[config.mk]
export PLATFORM = sky130hd
export DESIGN_NAME = bm_dma_ctrl_regs
export DESIGN_NICKNAME = d
export VERILOG_FILES = /design/src/rtl/bmdma_regs_pkg.sv /design/src/rtl/bmdma_cmd_ctrl.sv /design/src/rtl/bmdma_status.sv /design/src/rtl/bmdma_ptr_regs.sv /design/src/rtl/bm_dma_ctrl_regs.sv
export SDC_FILE = /design/constraint.sdc
export NUM_CORES = 1
export LEC_CHECK = 0
export ABC_AREA = 1
export BUFFER_PORTS_ARGS = -buffer_cell sky130_fd_sc_hd__buf_4
export CAP_MARGIN = 20
export CORE_MARGIN = 5
export CORE_UTILIZATION = 28
export CTS_BUF_LIST = sky130_fd_sc_hd__clkbuf_4 sky130_fd_sc_hd__clkbuf_8
export DETAILED_ROUTE_END_ITERATION = 16
export PLACE_DENSITY = 0.57
export SLEW_MARGIN = 15
export SYNTH_ARGS = -nofsm -noshare
export SYNTH_HDL_FRONTEND = slang
export SYNTH_SLANG_ARGS = --single-unit
[constraint.sdc]
create_clock -name clk -period 2.2 [get_ports clk]
set_input_delay 0.22 -clock clk [delete_from_list [all_inputs] [get_ports clk]]
set_output_delay 0.22 -clock clk [all_outputs]
set_load 0.01 [all_outputs]
[src/rtl/bmdma_regs_pkg.sv]
package bmdma_regs_pkg;

    typedef enum logic [1:0] {
        SEL_CMD  = 2'd0,
        SEL_STAT = 2'd1,
        SEL_PTR  = 2'd2,
        SEL_NONE = 2'd3
    } reg_sel_e;

    typedef enum logic [1:0] {
        RUN_IDLE  = 2'd0,
        RUN_BUSY  = 2'd1,
        RUN_DRAIN = 2'd2
    } run_state_e;

    typedef struct packed {
        logic dir;
        logic run;
    } cmd_t;

    localparam int CMD_RUN_BIT = 0;
    localparam int CMD_DIR_BIT = 3;
    localparam int ST_ACT_BIT  = 0;
    localparam int ST_ERR_BIT  = 1;
    localparam int ST_IRQ_BIT  = 2;

    // number of byte lanes touched by an access of the given size code
    function automatic int lanes_of(input logic [1:0] size);
        case (size)
            2'd0:    return 1;
            2'd1:    return 2;
            default: return 4;
        endcase
    endfunction

endpackage

[src/rtl/bmdma_cmd_ctrl.sv]
module bmdma_cmd_ctrl
    import bmdma_regs_pkg::*;
(
    input  logic clk,
    input  logic rst,
    input  logic cmd_wr,
    input  logic wr_run,
    input  logic wr_dir,
    input  logic walk_done,
    input  logic walk_more,
    input  logic walk_idle,
    output cmd_t cmd_q,
    output logic active,
    output logic reload_cur,
    output logic walk_start,
    output logic walk_stop
);

    run_state_e state_q;
    logic       run_change;

    assign run_change = cmd_wr && (wr_run != cmd_q.run);
    assign reload_cur = run_change && wr_run;
    assign active     = (state_q != RUN_IDLE);

    always_ff @(posedge clk) begin
        if (rst) begin
            cmd_q      <= '0;
            state_q    <= RUN_IDLE;
            walk_start <= 1'b0;
            walk_stop  <= 1'b0;
        end else begin
            walk_start <= 1'b0;
            walk_stop  <= 1'b0;
            if (cmd_wr) begin
                cmd_q.run <= wr_run;
                cmd_q.dir <= wr_dir;
            end
            case (state_q)
                RUN_IDLE: begin
                    if (reload_cur) begin
                        state_q    <= RUN_BUSY;
                        walk_start <= 1'b1;
                    end
                end
                RUN_BUSY: begin
                    if (run_change && !wr_run) begin
                        state_q   <= RUN_DRAIN;
                        walk_stop <= 1'b1;
                    end else if (walk_done && !walk_more) begin
                        state_q <= RUN_IDLE;
                    end
                end
                RUN_DRAIN: begin
                    if (walk_idle || (walk_done && !walk_more)) begin
                        state_q <= RUN_IDLE;
                    end
                end
                default: state_q <= RUN_IDLE;
            endcase
        end
    end

endmodule

[src/rtl/bmdma_status.sv]
module bmdma_status (
    input  logic clk,
    input  logic rst,
    input  logic stat_wr,
    input  logic clr_err,
    input  logic clr_irq,
    input  logic walk_err,
    input  logic dev_irq,
    output logic err_q,
    output logic irq_q
);

    logic dev_irq_q;
    logic irq_rise;

    assign irq_rise = dev_irq && !dev_irq_q;

    always_ff @(posedge clk) begin
        if (rst) begin
            dev_irq_q <= 1'b0;
            err_q     <= 1'b0;
            irq_q     <= 1'b0;
        end else begin
            dev_irq_q <= dev_irq;
            // a new event wins over a clear in the same cycle
            if (irq_rise) begin
                irq_q <= 1'b1;
            end else if (stat_wr && clr_irq) begin
                irq_q <= 1'b0;
            end
            if (walk_err) begin
                err_q <= 1'b1;
            end else if (stat_wr && clr_err) begin
                err_q <= 1'b0;
            end
        end
    end

endmodule

[src/rtl/bmdma_ptr_regs.sv]
module bmdma_ptr_regs
    import bmdma_regs_pkg::*;
#(
    parameter int PTR_W      = 32,
    parameter int DESC_BYTES = 8,
    localparam int NLANES    = PTR_W / 8,
    localparam int OFF_W     = (NLANES > 1) ? $clog2(NLANES) : 1
) (
    input  logic             clk,
    input  logic             rst,
    input  logic             ptr_wr,
    input  logic [OFF_W-1:0] off,
    input  logic [1:0]       size,
    input  logic [PTR_W-1:0] wdata,
    input  logic             reload_cur,
    input  logic             walk_adv,
    output logic [PTR_W-1:0] base_q,
    output logic [PTR_W-1:0] cur_q
);

    localparam logic [PTR_W-1:0] STEP = PTR_W'(DESC_BYTES);

    logic [PTR_W-1:0] wshift;
    logic [PTR_W-1:0] base_nxt;
    int               nlanes;

    assign wshift = wdata << {off, 3'b000};
    assign nlanes = lanes_of(size);

    for (genvar i = 0; i < NLANES; i++) begin : g_lane
        logic hit;
        assign hit = ptr_wr && (i >= int'(off)) && (i < int'(off) + nlanes);
        if (i == 0) begin : g_low
            // the two lowest pointer bits never hold a one
            assign base_nxt[7:0] = hit ? {wshift[7:2], 2'b00} : base_q[7:0];
        end else begin : g_high
            assign base_nxt[i*8 +: 8] = hit ? wshift[i*8 +: 8] : base_q[i*8 +: 8];
        end
    end

    always_ff @(posedge clk) begin
        if (rst) begin
            base_q <= '0;
            cur_q  <= '0;
        end else begin
            base_q <= base_nxt;
            if (reload_cur) begin
                cur_q <= base_q;
            end else if (walk_adv) begin
                cur_q <= cur_q + STEP;
            end
        end
    end

endmodule

[src/rtl/bm_dma_ctrl_regs.sv]
module bm_dma_ctrl_regs
    import bmdma_regs_pkg::*;
#(
    parameter int PTR_W      = 32,
    parameter int DESC_BYTES = 8,
    localparam int NLANES    = PTR_W / 8,
    localparam int OFF_W     = (NLANES > 1) ? $clog2(NLANES) : 1
) (
    input  logic             clk,
    input  logic             rst,
    input  logic             reg_wr,
    input  logic [1:0]       reg_sel,
    input  logic [OFF_W-1:0] reg_off,
    input  logic [1:0]       reg_size,
    input  logic [PTR_W-1:0] reg_wdata,
    output logic [PTR_W-1:0] reg_rdata,
    output logic             walk_start,
    output logic             walk_stop,
    input  logic             walk_idle,
    input  logic             walk_done,
    input  logic             walk_more,
    input  logic             walk_adv,
    input  logic             walk_err,
    output logic [PTR_W-1:0] cur_ptr,
    output logic             dma_dir,
    input  logic             dev_irq,
    output logic             host_irq
);

    reg_sel_e         sel;
    cmd_t             cmd_q;
    logic             active;
    logic             reload_cur;
    logic             err_q;
    logic             irq_q;
    logic [7:0]       stat_q;
    logic [7:0]       cmd_view;
    logic [PTR_W-1:0] base_q;
    logic [PTR_W-1:0] reg_val;
    logic [PTR_W-1:0] rd_mask;
    int               rd_lanes;

    assign sel = reg_sel_e'(reg_sel);

    bmdma_cmd_ctrl u_cmd (
        .clk        (clk),
        .rst        (rst),
        .cmd_wr     (reg_wr && sel == SEL_CMD),
        .wr_run     (reg_wdata[CMD_RUN_BIT]),
        .wr_dir     (reg_wdata[CMD_DIR_BIT]),
        .walk_done  (walk_done),
        .walk_more  (walk_more),
        .walk_idle  (walk_idle),
        .cmd_q      (cmd_q),
        .active     (active),
        .reload_cur (reload_cur),
        .walk_start (walk_start),
        .walk_stop  (walk_stop)
    );

    bmdma_status u_stat (
        .clk      (clk),
        .rst      (rst),
        .stat_wr  (reg_wr && sel == SEL_STAT),
        .clr_err  (reg_wdata[ST_ERR_BIT]),
        .clr_irq  (reg_wdata[ST_IRQ_BIT]),
        .walk_err (walk_err),
        .dev_irq  (dev_irq),
        .err_q    (err_q),
        .irq_q    (irq_q)
    );

    bmdma_ptr_regs #(
        .PTR_W      (PTR_W),
        .DESC_BYTES (DESC_BYTES)
    ) u_ptr (
        .clk        (clk),
        .rst        (rst),
        .ptr_wr     (reg_wr && sel == SEL_PTR),
        .off        (reg_off),
        .size       (reg_size),
        .wdata      (reg_wdata),
        .reload_cur (reload_cur),
        .walk_adv   (walk_adv),
        .base_q     (base_q),
        .cur_q      (cur_ptr)
    );

    always_comb begin
        stat_q              = '0;
        stat_q[ST_ACT_BIT]  = active;
        stat_q[ST_ERR_BIT]  = err_q;
        stat_q[ST_IRQ_BIT]  = irq_q;
        cmd_view              = '0;
        cmd_view[CMD_RUN_BIT] = cmd_q.run;
        cmd_view[CMD_DIR_BIT] = cmd_q.dir;
    end

    always_comb begin
        case (sel)
            SEL_CMD:  reg_val = PTR_W'(cmd_view);
            SEL_STAT: reg_val = PTR_W'(stat_q);
            SEL_PTR:  reg_val = base_q;
            default:  reg_val = '0;
        endcase
    end

    assign rd_lanes = lanes_of(reg_size);

    always_comb begin
        rd_mask = '0;
        for (int k = 0; k < NLANES; k++) begin
            if (k < rd_lanes) rd_mask[k*8 +: 8] = 8'hFF;
        end
    end

    assign reg_rdata = (reg_val >> {reg_off, 3'b000}) & rd_mask;
    assign dma_dir   = cmd_q.dir;
    assign host_irq  = dev_irq;

endmodule

# Yosys cells after proc, flatten, opt, wreduce, memory -nomap -nowiden

Cells that the tools add are included.
W data, S select, Z words.

Register bits after elaboration: 71
Bits of input ports: 47
Output and inout port bits: 68
Word-level logic and storage cells: 90

Add/subtract/negate cells: 2
Order comparisons: 11
Eq/ne operators: 9
Shift-type cells: 2
Multiplexer cells: 19
Bitwise gates (word level): 3
Reduce and logical (&&, ||, !) cells: 31

Operators by type and width:

| operator                | count |
|---|---|
| $lt A3 B32 Y1 const A   | 4 |
| $pmux W32 S3            | 1 |
| $lt A1 B32 Y1 const A   | 2 |
| $lt A2 B32 Y1 const A   | 2 |
| $mux W32                | 2 |
| $add A32 B4 Y32 const B | 1 |
| $and A32 B32 Y32        | 1 |
| $mux W8                 | 4 |
| $shl A32 B5 Y32         | 1 |
| $shr A32 B5 Y32         | 1 |
| $logic_and A1 B1 Y1     | 17 |
| $mux W2                 | 4 |
| $reduce_bool A2 Y1      | 4 |
| $eq A2 B1 Y1 const B    | 3 |
| $logic_not A2 Y1        | 3 |
| $mux W1                 | 6 |
| $pmux W2 S3             | 1 |
| $pmux W3 S2             | 1 |
| $add A2 B3 Y4           | 1 |
| $eq A2 B2 Y1 const B    | 2 |
| $ge A1 B2 Y1 const A    | 2 |
| $reduce_or A2 Y1        | 2 |
| $logic_not A1 Y1        | 3 |
| $ne A3 B1 Y1 const B    | 1 |
| 7 further kinds         | 8 |

# Longest topological paths before layout

Word-level depth: 6
Depth in mapped cells: 11
Mapped depth without buffers: 10

# Modules after synthesis

Synthesis repeated with hierarchy kept, for this count alone.

Cell total of the unflattened synthesis: 794
Area, all modules: 4873.4 µm²

Modules (own cells, without submodules):

| module           | times used | cells an instance | area each (µm²) | seq. area each (µm²) |
|---|---|---|---|---|
| bmdma_ptr_regs   | 1          | 561               | 3618.5          | 1201.2 |
| bm_dma_ctrl_regs | 1          | 184               | 883.3           | 0.0 |
| bmdma_cmd_ctrl   | 1          | 35                | 262.8           | 120.1 |
| bmdma_status     | 1          | 14                | 108.9           | 60.1 |

# Least setup slack after synthesis

No wires, ideal clock.

Path type: input -> register
From: in reg_size[1]
To: reg u_ptr.base_q[11]
Setup time: 116 ps
Arrival: 1763 ps
Data required time: 2084 ps
Path slack: 321 ps
Cell stages on the path: 9
Buffers on the path: 1
Path through: nor2_1 > ha_1 > fa_1 > or2_2 > nand2_1 > nand2_1 > clkbuf_1 > a21oi_1 > nor2_1

Word-level cells in the longest chain between the ends: 5
Elaborated cells on any way between the ends: 6
Classes of those cells: 1 x add/sub; 1 x order compare; 1 x eq/ne; 1 x mux; 2 x reduce/logical

Ends and longest elaborated chain:

| element                                                 | RTL line               | text |
|---|---|---|
| start: declaration                                      | bm_dma_ctrl_regs.sv:14 | `input logic [1:0] reg_size,` |
| $eq A2 B1 Y1 / $logic_not A2 Y1 (equally long branches) | bmdma_regs_pkg.sv:29   | `case (size)` |
| $pmux W3 S2 *                                           | bmdma_regs_pkg.sv:29   |  |
| $add A2 B3 Y4 *                                         | bmdma_ptr_regs.sv:32   | `assign hit = ptr_wr && (i >= int'(off)) && (i < int'(off) + nlanes);` |
| $lt A2 B32 Y1 *                                         | bmdma_ptr_regs.sv:32   |  |
| $logic_and A1 B1 Y1 *                                   | bmdma_ptr_regs.sv:32   |  |
| end signal: assignment                                  | bmdma_ptr_regs.sv:46   | `base_q <= base_nxt;` |
| end: declaration                                        | bmdma_ptr_regs.sv:17   | `output logic [PTR_W-1:0] base_q,` |

Mark *: on every way between the ends. The rest lies on a longest branch, timed or not.
A chain may end at the register's enable or synchronous reset.

# Final worst setup path

From: in reg_size[1]
To: out reg_rdata[20]

Word-level cells in the longest chain between the ends: 5
Elaborated cells on any way between the ends: 6
Classes of those cells: 1 x order compare; 1 x eq/ne; 2 x mux; 1 x bitwise; 1 x reduce/logical

Ends and longest elaborated chain:

| element                                                 | RTL line                | text |
|---|---|---|
| $eq A2 B1 Y1 / $logic_not A2 Y1 (equally long branches) | bmdma_regs_pkg.sv:29    |  |
| $pmux W3 S2 *                                           | bmdma_regs_pkg.sv:29    |  |
| $lt A3 B32 Y1 *                                         | bm_dma_ctrl_regs.sv:113 | `if (k < rd_lanes) rd_mask[k*8 +: 8] = 8'hFF;` |
| $mux W8 *                                               | bm_dma_ctrl_regs.sv:113 |  |
| $and A32 B32 Y32 *                                      | bm_dma_ctrl_regs.sv:117 | `assign reg_rdata = (reg_val >> {reg_off, 3'b000}) & rd_mask;` |
| end: declaration                                        | bm_dma_ctrl_regs.sv:16  | `output logic [PTR_W-1:0] reg_rdata,` |

Marks and branches as above.

==> metrics.cfg <==
[outcome]
run_status=finished clean

[yosys]
synth_edf_count=0
synth_area_per_cell_um2=5.96
synth_cells=782
ys_warn_count=0
synth_ff_type=dfxtp_1
synth.yosys.seq_area_share_pct=29.6
synth_area_mm2=0.00466
yosysUniqueCellTypes=38
synthArstFlopShare_pct=0
synth_seq_cells=69

[critical_path]
cp.arrival_ns=1.74
critPathMaxFanout=8
cp-end-kind=output port
cp-start-kind=input pin
crit_type=in2out
cp_data_required_time_ns=1.98
reg2reg_depth=9

[layout]
drive_gt1_share_pct=18.9
stdcell_count=1119
final_common_cell=nand2_1
fill_cells=1878
final_cell_mix=nand2_1 (218), buf_4 (138), nor2_1 (121)
areaGrowthSynthToFinish_pct=28.4
nets=947
antenna_cells=0

[floorplan]
die_y_um=139
coreArea_mm2=0.0165
fp-row-count=47
io_pins=115
die_w_um=139
start_util_pct=28.3
dieArea_mm2=0.0193

[sta]
final.setup_skew_ns=0.0126
tns_ns=0
period_share_pct=89.3
slew_headroom_pct=61.9
period_needed_ns=1.96
final-hold-violation-count=0
fmax_ghz=0.509
worst_pin_slew_ns=0.570
setup_ws_ns=0.236
finalSetupViolations=0
rsz0062_at_grt=no
finalMaxSlewViolations=0

[grt]
grt_pass1_wl_mm=28.9
gr-total-overflow=0
grt_pass1_vias=5180
grt_usage_pct=18.9
grt_antenna_before_repair=0
grt_max_degree=37

[place]
dp_hpwl_mm=14.4
dp_cells=1104
globalplace.congestion=0.898
place_ws_ns=0.147
io_buffers=112

[clock_tree]
cts-root-buf=clkbuf_8
ctsLongestPathBuffers=2
htreeDepth=3
cts_sinks=69
ctsResizeCount=0
clkTransAtPathRegs_ns=0.07
post_cts_buffers=0
postCtsHoldBufs=0
cts_buffers=9
cts_tree=built
insertion_delay_ns=0.37

[route]
num_vias=5476
vias_per_cell=4.89
wl_per_cell_um=16.6
drc=0
first_iter_violations=592
wl_mm=18.6
antenna_violating_nets_post_route=0
drtPass1Iterations=5

[pwr]
ir_drop_mv=0.230
p_leak_nw=2.52
finalPower_w=0.00290
cellPowerDensity_mw_per_mm2=484

[hold_path]
hold_depth=3
hp-class=in2reg

[flow_run]
drv_cap=0

cells by family after synthesis:
| family | synth area share, % |
|---|---|
| AOI/OAI and AO/OA | 19.7 |
| xor gates and xnor gates | 2.25 |
| adders and majority gates | 1.50 |
| buffers and inverters | 11.1 |
| DFF | 29.6 |
| other | 0.0804 |
| and+or+nand+nor | 35.8 |
registers in the layout, indices dropped and copies added, names as in the netlist:
register          count
u_ptr.cur_q          30
u_stat.irq_q          1
u_ptr.base_q         30
u_cmd.cmd_q           2
u_cmd.state_q         2
u_cmd.walk_stop       1
u_stat.dev_irq_q      1
u_cmd.walk_start      1
u_stat.err_q          1
final timing paths:
| check | to | start | slack (ns) |
|---|---|---|---|
| setup reg to reg | u_ptr.cur_q[21] | u_ptr.cur_q[4] | 0.54 |
| hold reg to reg | u_ptr.cur_q[2] | u_ptr.cur_q[2] | 0.48 |
| hold / removal | u_stat.err_q | walk_err | 0.06 |
| setup / recovery | reg_rdata[20] | reg_size[1] | 0.24 |
report_power, final:
| part | switching, W | internal (W) |
|---|---|---|
| sequential | 0.0000394 | 0.00129 |
| combinational | 0.000354 | 0.000235 |
| clock | 0.000517 | 0.000469 |
synth_stat cells (all sizes together), types with 3 or more instances:
library cell	n	share of area (%)
a211oi	3	0.48
a21oi	58	6.3
a221oi	10	1.9
a22oi	8	1.3
a31oi	9	1.2
and2	3	0.40
and3	5	0.67
buf	25	3.2
clkbuf	14	1.1
dfxtp	69	30
ha	4	1.1
inv	84	6.8
nand2	220	18
nand3	38	4.1
nand3b	3	0.48
nand4	4	0.54
nor2	127	11
nor3	6	0.64
o21ai	67	7.2
o22ai	3	0.40
xor2	10	1.9
worst max-delay path, cell delays in order:
cell	delay [ns]
buf_4	0.11
nor2_1	0.24
inv_1	0.08
ha_1	0.29
or2_2	0.40
nor2_1	0.23
buf_4	0.16
final cells by class:
type                    count  area (µm²)  share of cell area (%)
well taps                 220         275                    4.59
multi-input cells         591        2770                    46.3
flip-flops and latches     69        1380                    23.1
clock buffers              13         160                    2.67
clock inverters             2        10.0                   0.167
inverters                  84         315                    5.26
repair buffers            140        1080                    18.0
layer usage:
metal	part of all wire, %	routed length [µm]	global-route usage [%]	up-vias
met3	7.9	1470	4.62	25
met1	47	8670	26.3	2441
met5	0	0	0	-
met4	2.2	401	5.15	0
met2	43	8060	29.0	266
li1	-	-	-	2744
through the flow:
stage | util (%) | hold slack (ns) | area [µm²]
after CTS | 36.4 | 0.0537 | 5990
after floorplan | - | 0.337 | 4670
after global routing | 36.4 | 0.0840 | 5990
after global placement | 35.3 | 0.430 | 5820
after detailed placement | 35.3 | 0.436 | 5820
final | 36.4 | 0.0649 | 5990
Power figures use the tool's default switching activity.
